`src/rtl/rd_hs_pkg.sv`:
```
package rd_hs_pkg;

  // Strobes from control to datapath: set or clear one output flop.
  typedef struct packed {
    logic raiseStrobe;
    logic dropStrobe;
    logic raiseXcvr;
    logic dropXcvr;
  } hsStrobes_t;

  // Output levels fed back from datapath to control.
  typedef struct packed {
    logic strobeLvl;
    logic xcvrLvl;
  } hsLevels_t;

endpackage

```
`src/rtl/rd_hs_control.sv`:
```
module rd_hs_control
  import rd_hs_pkg::*;
(
  input  logic       clk,
  input  logic       rstN,
  input  logic       busStrobe,
  input  logic       devAck,
  input  hsLevels_t  levels,
  output hsStrobes_t strobes
);

  // State-coding bit: registered request, separates rising and falling halves
  logic reqPhase;

  always_ff @(posedge clk or negedge rstN) begin
    if (!rstN) reqPhase <= 1'b0;
    else       reqPhase <= busStrobe;
  end

  always_comb begin
    strobes = '0;
    // device strobe only after the previous device acknowledge has gone low
    strobes.raiseStrobe = !levels.strobeLvl && reqPhase && !devAck;
    // device strobe released only once the transceiver is closed
    strobes.dropStrobe  = levels.strobeLvl && !levels.xcvrLvl && !reqPhase;
    // transceiver opens on device acknowledge in the rising half
    strobes.raiseXcvr   = !levels.xcvrLvl && levels.strobeLvl && devAck && reqPhase;
    // transceiver closes first in the falling half
    strobes.dropXcvr    = levels.xcvrLvl && !reqPhase;
  end

endmodule

```
`src/rtl/rd_hs_datapath.sv`:
```
module rd_hs_datapath
  import rd_hs_pkg::*;
(
  input  logic       clk,
  input  logic       rstN,
  input  logic       busStrobe,
  input  logic       devAck,
  input  hsStrobes_t strobes,
  output hsLevels_t  levels,
  output logic       devStrobe,
  output logic       xcvrEn,
  output logic       busAck,
  output logic       protoErr
);

  logic strobeQ, xcvrQ, ackQ, errQ;
  logic prevDevAck, prevBusStrobe;
  logic ackMismatch, earlyRelease;

  assign ackMismatch  = (devAck && !prevDevAck && !strobeQ) ||
                        (!devAck && prevDevAck && strobeQ);
  assign earlyRelease = !busStrobe && prevBusStrobe && !ackQ;

  always_ff @(posedge clk or negedge rstN) begin
    if (!rstN) begin
      strobeQ       <= 1'b0;
      xcvrQ         <= 1'b0;
      ackQ          <= 1'b0;
      errQ          <= 1'b0;
      prevDevAck    <= 1'b0;
      prevBusStrobe <= 1'b0;
    end else begin
      if (strobes.raiseStrobe)     strobeQ <= 1'b1;
      else if (strobes.dropStrobe) strobeQ <= 1'b0;
      if (strobes.raiseXcvr)       xcvrQ   <= 1'b1;
      else if (strobes.dropXcvr)   xcvrQ   <= 1'b0;
      ackQ          <= xcvrQ;
      errQ          <= errQ || ackMismatch || earlyRelease;
      prevDevAck    <= devAck;
      prevBusStrobe <= busStrobe;
    end
  end

  assign levels.strobeLvl = strobeQ;
  assign levels.xcvrLvl   = xcvrQ;
  assign devStrobe        = strobeQ;
  assign xcvrEn           = xcvrQ;
  assign busAck           = ackQ;
  assign protoErr         = errQ;

endmodule

```
`src/rtl/rd_handshake_ctrl.sv`:
```
module rd_handshake_ctrl
  import rd_hs_pkg::*;
(
  input  logic clk,
  input  logic rstN,
  input  logic busStrobe,
  input  logic devAck,
  output logic devStrobe,
  output logic xcvrEn,
  output logic busAck,
  output logic protoErr
);

  hsStrobes_t strobes;
  hsLevels_t  levels;

  rd_hs_control i_control (
    .clk       (clk),
    .rstN      (rstN),
    .busStrobe (busStrobe),
    .devAck    (devAck),
    .levels    (levels),
    .strobes   (strobes)
  );

  rd_hs_datapath i_datapath (
    .clk       (clk),
    .rstN      (rstN),
    .busStrobe (busStrobe),
    .devAck    (devAck),
    .strobes   (strobes),
    .levels    (levels),
    .devStrobe (devStrobe),
    .xcvrEn    (xcvrEn),
    .busAck    (busAck),
    .protoErr  (protoErr)
  );

endmodule

```
`config.mk`:
```
export PLATFORM = sky130hd
export DESIGN_NAME = rd_handshake_ctrl
export DESIGN_NICKNAME = d
export VERILOG_FILES = /design/src/rtl/rd_hs_pkg.sv /design/src/rtl/rd_hs_control.sv /design/src/rtl/rd_hs_datapath.sv /design/src/rtl/rd_handshake_ctrl.sv
export SDC_FILE = /design/constraint.sdc
export NUM_CORES = 1
export LEC_CHECK = 0
export BUFFER_PORTS_ARGS = -buffer_cell sky130_fd_sc_hd__buf_2
export CAP_MARGIN = 5
export CORE_AREA = 2 2 39 41
export CTS_CLUSTER_SIZE = 24
export DETAILED_ROUTE_END_ITERATION = 7
export DIE_AREA = 0 0 41 43
export PLACE_DENSITY = 0.34
export SKIP_LAST_GASP = 1
export SYNTH_ARGS = -nofsm -noshare
export SYNTH_HDL_FRONTEND = slang
export SYNTH_SLANG_ARGS = --single-unit
export TNS_END_PERCENT = 1
```
`constraint.sdc`:
```
create_clock -name clk -period 2.9 [get_ports clk]
set_input_delay 0.725 -clock clk [delete_from_list [all_inputs] [get_ports clk]]
set_output_delay 0.725 -clock clk [all_outputs]
set_load 0.01 [all_outputs]
```
-- Word level (Yosys, flattened, before mapping)
Index checks and enable logic that the tools add are counted.
- reduce and logical (&&, ||, !) cells: 25
- muxes and demuxes: 4
- operator list (cell ; number):
    $logic_and A1 B1 Y1 ; 13
    $logic_not A1 Y1 ; 7
    $mux W1 ; 4
    $reduce_bool A2 Y1 ; 2
    $logic_or A1 B1 Y1 ; 3
- word-level logic and storage cells: 35
- bits in registers: 6
- input port bits: 4

-- Longest topological paths before layout
Gate-level depths: netlist (run 1).
- depth in word-level cells: 6
- gate-level depth with buffers: 2
- mapped depth without buffers: 2

-- Cells and area by module
A second synthesis (run 1) with hierarchy kept.
- cells, all modules: 21
- area, all modules: 279.0 µm²
- modules (own cells, without submodules) (module ; area each (µm²) ; times used ; cells each):
    rd_hs_datapath ; 220.2 ; 1 ; 16
    rd_hs_control ; 58.8 ; 1 ; 5

-- Worst setup path after synthesis (run 1)
Ideal clock, no wire load.
- kind: in2reg
- start point: in devAck
- end point: reg i_datapath.errQ (netlist: i_datapath.protoErr)
- cell stages on the path: 2
- required time: 2.771 ns
- path slack: 1.539 ns
- data arrival time: 1.233 ns
- setup time: 0.129 ns
- path through: and3b_1 -> a2111o_1
- word-level cells in the longest chain between the ends: 6
- elaborated cells between the ends (all ways): 8
- those cells by class: 8 x reduce/logical
- ends and longest elaborated chain (item ; RTL line ; source):
    from (decl) ; rd_handshake_ctrl.sv:7 ; input logic devAck,
    $logic_not A1 Y1 ; rd_hs_datapath.sv:21 ; (!devAck && prevDevAck && strobeQ);
    $logic_and A1 B1 Y1 (2 in series) ; rd_hs_datapath.sv:21 ;
    $logic_or A1 B1 Y1 * ; rd_hs_datapath.sv:20 ; assign ackMismatch = (devAck && !prevDevAck && !strobeQ) ||
    $logic_or A1 B1 Y1 * (2 in series) ; rd_hs_datapath.sv:38 ; errQ <= errQ || ackMismatch || earlyRelease;
    to (signal assigned) ; rd_hs_datapath.sv:38 ;
    to (decl) ; rd_hs_datapath.sv:16 ; logic strobeQ, xcvrQ, ackQ, errQ;
Mark *: on every way between the ends. The rest lies on a longest branch, timed or not.
A chain may end at the register's enable or synchronous reset.

-- Worst setup path in the final report (run 1)
- start point: reg i_datapath.strobeQ (netlist: i_datapath.devStrobe)
- end point: out devStrobe
- RTL lines (item ; RTL line ; source):
    from (decl) ; rd_hs_datapath.sv:16 ;
    from (signal assigned) ; rd_hs_datapath.sv:26 ; strobeQ <= 1'b0;
    from (signal assigned) ; rd_hs_datapath.sv:33 ; if (strobes.raiseStrobe) strobeQ <= 1'b1;
    from (signal assigned) ; rd_hs_datapath.sv:34 ; else if (strobes.dropStrobe) strobeQ <= 1'b0;
    to (decl) ; rd_handshake_ctrl.sv:8 ; output logic devStrobe,
No word-level cell between the ends.

==> summary.md, run 1 <==
| Metric | Value |
|---|---|
| Startpoint of the most critical register-to-register path | i_datapath.devStrobe |
| Post-CTS Setup Inserts | 0 |
| FF-to-FF path depth | 2 |
| Congestion Overflow GR | 0 |
| Hold violation total from the final report | 0 |
| Post-Synthesis Net Count | 19 |
| Count of placed standard cells including taps | 38 |
| Ports placed on the boundary | 8 |
| Sequential-to-total area share from yosys stat | 72.7% |
| Worst min path class | in -> async |
| Initial Util | 14.9% |
| Placement Rows | 14 |
| Setup slack after layout | 1.34 ns |
| Die width | 41 um |
| Static leakage | 0.135 nW |
| Number of buffers and inverters on the critical path | 1 |
| Final slew viol count | 0 |
| Initial antenna violation count | 0 |
| Total routing resource utilization after global routing | 6.99% |
| First-pass GRT wire length | 710 um |
| Clock group share of total power | 41.1% |
| Setup WS pre-CTS | 1.37 ns |
| Setup repair after global routing missed its margin | false |
| Final wirelength | 413 um |
| Number of flip-flops and latches in the synthesized netlist | 6 |
| Logic depth of the worst path, buffers included | 1 |
| Synth-to-Final Area Change | 37.6% |
| Number of DRC violations after detailed routing | 0 |
| Vias in the first global route | 159 |
| 1st-iter DRT viols | 0 |
| Crit path arrival time | 0.84 ns |
| Setup_tns | 0 ns |
| Num CTS Buffers | 3 |
| Fin util | 20.5% |
| Share of cells above drive strength 1 | 40.0% |
| Number of warnings reported in the yosys synthesis log | 0 |
| Number of antenna diodes | 0 |
| Achievable Freq | 0.640 GHz |
| Non-filler cells, final | 41 |
| Number of nets in the layout | 31 |
| Die Outline Area | 1760 um2 |
| Part of the power in registers | 51.3% |
| Net switching power | 39.6 uW |
| Peak per-stage delay on the critical path | 0.43 ns |
| Setup Viol. Count Final | 0 |
| Worst-case headroom to the max-slew limit | 87.3% |
| CP Launch Type | flop |
| Gate count after technology mapping | 15 |
| Clock sink total | 6 |
| Most used cells in the layout excluding fill and tap cells | sky130_fd_sc_hd__buf_2, sky130_fd_sc_hd__dfrtp_1, sky130_fd_sc_hd__a21oi_1, sky130_fd_sc_hd__clkbuf_4 |
| End of the worst register-to-register path | i_datapath.protoErr |
| Worst Setup End Kind | output pin |
| IO Port Bufs | 7 |
| Cell chosen for the clock root | sky130_fd_sc_hd__clkbuf_4 |
| Clk buf depth | 2 |
| Largest net degree at the start of global routing | 7 |
| Worst vdd ir | 0.162 mV |
| Total power per unit cell area | 638 nW/um2 |
| Mean instance size in the synthesized netlist | 13.8 um2 |
| Maximum fanout along the worst path | 6 |
| Mapped Area | 206 um2 |
| Leading cell type in the layout, fill and taps excluded | sky130_fd_sc_hd__buf_2 |
| Run status | finished, final reports clean |
| Skew final | 0.00158 ns |
| TritonCTS clock tree | built |
| Die Height | 43 um |
| Hold bufs inserted after CTS | 0 |
| Required time of the critical path | 2.17 ns |
| Cell at the slowest stage of the critical path | sky130_fd_sc_hd__dfrtp_1 |
| Power after layout | 181 uW |
| Post-route minimum period | 1.56 ns |
| Avg WL per Cell | 10.1 um |
| Final worst-path cycle share | 53.9% |
| Routability congestion estimate | 0.666 |
| Clock-pin slew on the worst setup and hold paths | 0.04 ns |
| Number of max-capacitance violations reported | 0 |
| Internal Pwr Total | 142 uW |
| Setup slack of the most critical reg-to-reg path | 1.77 ns |
| Slew of the pin with the lowest slew margin | 0.190 ns |
| Vias per std cell | 3.71 |
| Comb power frac | 7.6% |
| Pre-antenna DRT Iters | 1 |
| Core outline area | 1380 um2 |
| DRT antenna net count | 0 |
| Count of vias placed by the detailed router | 152 |
| CTS HTree Levels | 1 |
| Delay-heaviest family, CP | flip-flops |
| Number of cells upsized or downsized after cts | 0 |
| Setup CP Type | reg -> out |
| Netlist cell types | 8 |
| Critical Path, Cell by Cell | buf_2 |
| Count of filler cells inserted in the layout | 160 |
| Switching share of power | 21.8% |
| Source-to-sink clock delay at the later pin of the worst-skew pair | 0.24 ns |
[synthesized netlist by cell type]
| master | instances | area (um2) |
|---|---|---|
| sky130_fd_sc_hd__inv_1 | 1 | 3.75 |
| sky130_fd_sc_hd__a21oi_1 | 3 | 15.0 |
| sky130_fd_sc_hd__a2111o_1 | 1 | 11.3 |
| sky130_fd_sc_hd__nor2b_1 | 1 | 6.26 |
| sky130_fd_sc_hd__and3b_1 | 1 | 8.76 |
| sky130_fd_sc_hd__nor2_1 | 1 | 3.75 |
| sky130_fd_sc_hd__dfrtp_1 | 6 | 150 |
| sky130_fd_sc_hd__nor3b_1 | 1 | 7.51 |
[metrics by stage]
step / hold WS, ns / instance area (um2)
global route: 0.287 / 284
detailed placement: 0.419 / 262
floorplan: 0.429 / 206
CTS: 0.291 / 284
global placement: 0.415 / 262
finish: 0.299 / 284
[state kept, by name, indices dropped and copies added, names as in the netlist]
name and cells:
i_datapath.protoErr 1, i_datapath.devStrobe 1, i_datapath.busAck 1, i_datapath.xcvrEn 1, i_datapath.prevBusStrobe 1, i_datapath.prevDevAck 1
[power groups by stage]
stage          combinational, mW  clock (mW)  sequential (mW)
2_1_floorplan            0.00432           0           0.0949
3_3_place_gp              0.0142           0           0.0938
3_5_place_dp              0.0141           0           0.0940
4_1_cts                   0.0144      0.0797           0.0928
5_1_grt                   0.0160      0.0859           0.0933
6_report                  0.0138      0.0744           0.0930
[how the worst max path moves through the flow]
stage                              start                   to  slack (ns)
floorplan                         devAck  i_datapath.protoErr        1.54
global placement                  devAck  i_datapath.protoErr        1.38
detailed placement                devAck  i_datapath.protoErr        1.37
CTS                 i_datapath.devStrobe            devStrobe        1.34
global route        i_datapath.devStrobe            devStrobe        1.31
finish              i_datapath.devStrobe            devStrobe        1.34
[routing by layer]
layer  part of all wire, %  global-route usage [%]  wire (um)  vias up
li1                      -                       -          -       73
met1                    46                    7.95        190       73
met2                    46                    7.50        189        4
met3                   6.5                    3.14         27        2
met4                   1.5                    10.0          6        0
met5                     0                       0          0        -
[cell families (layout without fill, tap and decap cells)]
logic type      Yosys count  count (layout)  synth area share (%)
buf+inv                   1              11                  1.82
simple gates              4               4                  12.7
flops                     6               6                  72.7
compound gates            4               4                  12.7
[layout make-up]
class | count | area, um2 | share of cell area [%]
Multi-Input combinational cell | 8 | 52.6 | 18.5
Clock buffer | 3 | 22.5 | 7.93
Tap cell | 16 | 20.0 | 7.05
Sequential cell | 6 | 150 | 52.9
Inverter | 1 | 3.75 | 1.32
Timing Repair Buffer | 7 | 35.0 | 12.3
Note: power is estimated with default switching activity, not from simulation.
==> inputs of run 2 (changes only) <==
- PLACE_DENSITY: 0.34 -> 0.35
- clock period: 2.9 -> 1.26 ns (I/O delays scaled with it)
==> run 2 against run 1 <==
Non-clock buffer count grew 2. Register-to-register slack lost 1.6 ns. Sequential cell count is the same. Power grew 130%. Clock skew is essentially flat. Highest routed layer is now met3.
==> summary.md, run 2 (synthesized netlist as in run 1, its figures left out) <==
| Metric | Value |
|---|---|
| Total cell area at the placement stage | 269 um2 (was 262 um2) |
| Die Outline Area | 1760 um2 (unchanged) |
| Worst min path class | in -> reg (was in -> async) |
| 1st-iter DRT viols | 1 (was 0) |
| Fin util | 21.8% (was 20.5%) |
| Clock-pin slew on the worst setup and hold paths | 0.04 ns (about the same) |
| Setup_tns | 0 ns (unchanged) |
| Number of DRC violations after detailed routing | 0 (unchanged) |
| Most used cells in the layout excluding fill and tap cells | sky130_fd_sc_hd__buf_2, sky130_fd_sc_hd__dfrtp_1, sky130_fd_sc_hd__a21oi_1, sky130_fd_sc_hd__clkbuf_4 (unchanged) |
| Pre-antenna DRT Iters | 3 (was 1) |
| Critical Path, Cell by Cell | buf_4, buf_2 (was buf_2) |
| Num CTS Buffers | 3 (unchanged) |
| Net switching power | 92.5 uW (was 39.6 uW) |
| Achievable Freq | 0.836 GHz |
| Setup repair after global routing missed its margin | false (unchanged) |
| Final wirelength | 413 um (unchanged) |
| Post-route minimum period | 1.20 ns |
| Power after layout | 424 uW (was 181 uW) |
| Vias in the first global route | 172 (was 159) |
| Clock group share of total power | 40.7% (was 41.1%) |
| Internal Pwr Total | 332 uW (was 142 uW) |
| Cell at the slowest stage of the critical path | sky130_fd_sc_hd__dfrtp_1 (unchanged) |
| Layout Cell Area excl Fill | 302 um2 (was 284 um2) |
| Routability congestion estimate | 0.704 (was 0.666) |
| Initial antenna violation count | 0 (unchanged) |
| Final worst-path cycle share | 95.0% |
| Total power per unit cell area | 1410 nW/um2 (was 638 nW/um2) |
| Worst-case headroom to the max-slew limit | 88.5% (was 87.3%) |
| Slew of the pin with the lowest slew margin | 0.172 ns (was 0.190 ns) |
| Initial Util | 14.9% (unchanged) |
| Crit path arrival time | 0.88 ns (was 0.84 ns) |
| Core outline area | 1380 um2 (unchanged) |
| Number of antenna diodes | 0 (unchanged) |
| Required time of the critical path | 0.94 ns (was 2.17 ns) |
| Run status | finished, final reports clean (unchanged) |
| Maximum fanout along the worst path | 5 (was 6) |
| TritonCTS clock tree | built (unchanged) |
| Cell chosen for the clock root | sky130_fd_sc_hd__clkbuf_4 (unchanged) |
| Number of cells upsized or downsized after cts | 0 (unchanged) |
| Congestion Overflow GR | 0 (unchanged) |
| Switching share of power | 21.8% (about the same) |
| CP Launch Type | flop (unchanged) |
| Number of max-capacitance violations reported | 0 (unchanged) |
| Clock sink total | 6 (unchanged) |
| Die width | 41 um (unchanged) |
| Ports placed on the boundary | 8 (unchanged) |
| Final slew viol count | 0 (unchanged) |
| Peak per-stage delay on the critical path | 0.36 ns (was 0.43 ns) |
| Part of the power in registers | 49.6% (was 51.3%) |
| Die Height | 43 um (unchanged) |
| Vias per std cell | 3.77 (was 3.71) |
| Placement Rows | 14 (unchanged) |
| Avg WL per Cell | 9.60 um (was 10.1 um) |
| Setup CP Type | reg -> out (unchanged) |
| IO Port Bufs | 7 (unchanged) |
| Skew final | 0.00156 ns (was 0.00158 ns) |
| Static leakage | 0.145 nW (was 0.135 nW) |
| Count of vias placed by the detailed router | 162 (was 152) |
| Largest net degree at the start of global routing | 7 (unchanged) |
| DRT antenna net count | 0 (unchanged) |
| Worst Setup End Kind | output pin (unchanged) |
| Setup Viol. Count Final | 0 (unchanged) |
| Total routing resource utilization after global routing | 7.27% (was 6.99%) |
| Number of nets in the layout | 33 (was 31) |
| Worst vdd ir | 0.359 mV (was 0.162 mV) |
| Comb power frac | 9.7% (was 7.6%) |
| First-pass GRT wire length | 717 um (was 710 um) |
| Synth-to-Final Area Change | 46.1% (was 37.6%) |
| CTS HTree Levels | 1 (unchanged) |
| Clk buf depth | 2 (unchanged) |
| Share of cells above drive strength 1 | 40.7% (was 40.0%) |
| Source-to-sink clock delay at the later pin of the worst-skew pair | 0.24 ns (about the same) |
| Leading cell type in the layout, fill and taps excluded | sky130_fd_sc_hd__buf_2 (unchanged) |
| Hold violation total from the final report | 0 (unchanged) |
==> run 2: stage by stage <==
stage,hold slack (ns),setup slack [ns],std cells
6_report,0.197,0.0632,43
3_3_place_gp,0.145,0.159,39
3_5_place_dp,0.145,0.129,39
5_1_grt,0.181,0.0135,43
2_1_floorplan,0.0194,0.150,15
4_1_cts,0.193,0.0481,43
==> run 2: critical path: cells and delay by family, from the launching register on <==
kind,cells,cell delay [ns]
DFF,1,0.36
buffers and inverters,2,0.28
==> run 2: metal layers <==
| layer | GRT usage (%) | wire [um] | vias up | share of wire [%] |
|---|---|---|---|---|
| met5 | 0 | 0 | - | 0 |
| met4 | 6.00 | 0 | 0 | 0 |
| li1 | - | - | 80 | - |
| met2 | 7.19 | 178 | 8 | 43 |
| met1 | 8.17 | 188 | 74 | 46 |
| met3 | 7.85 | 46 | 0 | 11 |
==> run 2: path summary, 6_finish.rpt <==
path                                       endpoint  slack, ns  depth (start not counted)                  from
min                        i_datapath.prevBusStrobe       0.20                          1             busStrobe
max in group asynchronous      i_datapath.devStrobe       0.69                          2                  rstN
max                                       devStrobe       0.06                          2  i_datapath.devStrobe
min in group asynchronous       i_datapath.protoErr       0.43                          2                  rstN
min reg2reg                       i_datapath.busAck       0.42                          0     i_datapath.xcvrEn
max reg2reg                     i_datapath.protoErr       0.22                          2  i_datapath.devStrobe
==> run 2: power groups by stage <==
stage          Combinational [mW]  Sequential, mW  Clock [mW]
4_1_cts                    0.0422           0.211       0.183
6_report                   0.0410           0.210       0.173
5_1_grt                    0.0471           0.212       0.199
2_1_floorplan             0.00995           0.218           0
3_5_place_dp               0.0394           0.213           0
3_3_place_gp               0.0394           0.213           0
==> run 2: area by class of cell <==
type / count / area, um2
tap: 16 / 20.0
inverter: 1 / 3.75
fill: 152 / 1080
clock buffer: 3 / 22.5
multi-input combinational: 8 / 52.6
sequential: 6 / 150
timing repair buffer: 9 / 52.6
==> run 2: timing repair <==
| item | CTS | global route |
|---|---|---|
| setup buffers | 0 | 0 |
| endpoints found under the hold margin | 6 | 0 |
| hold buffers | 1 | 0 |
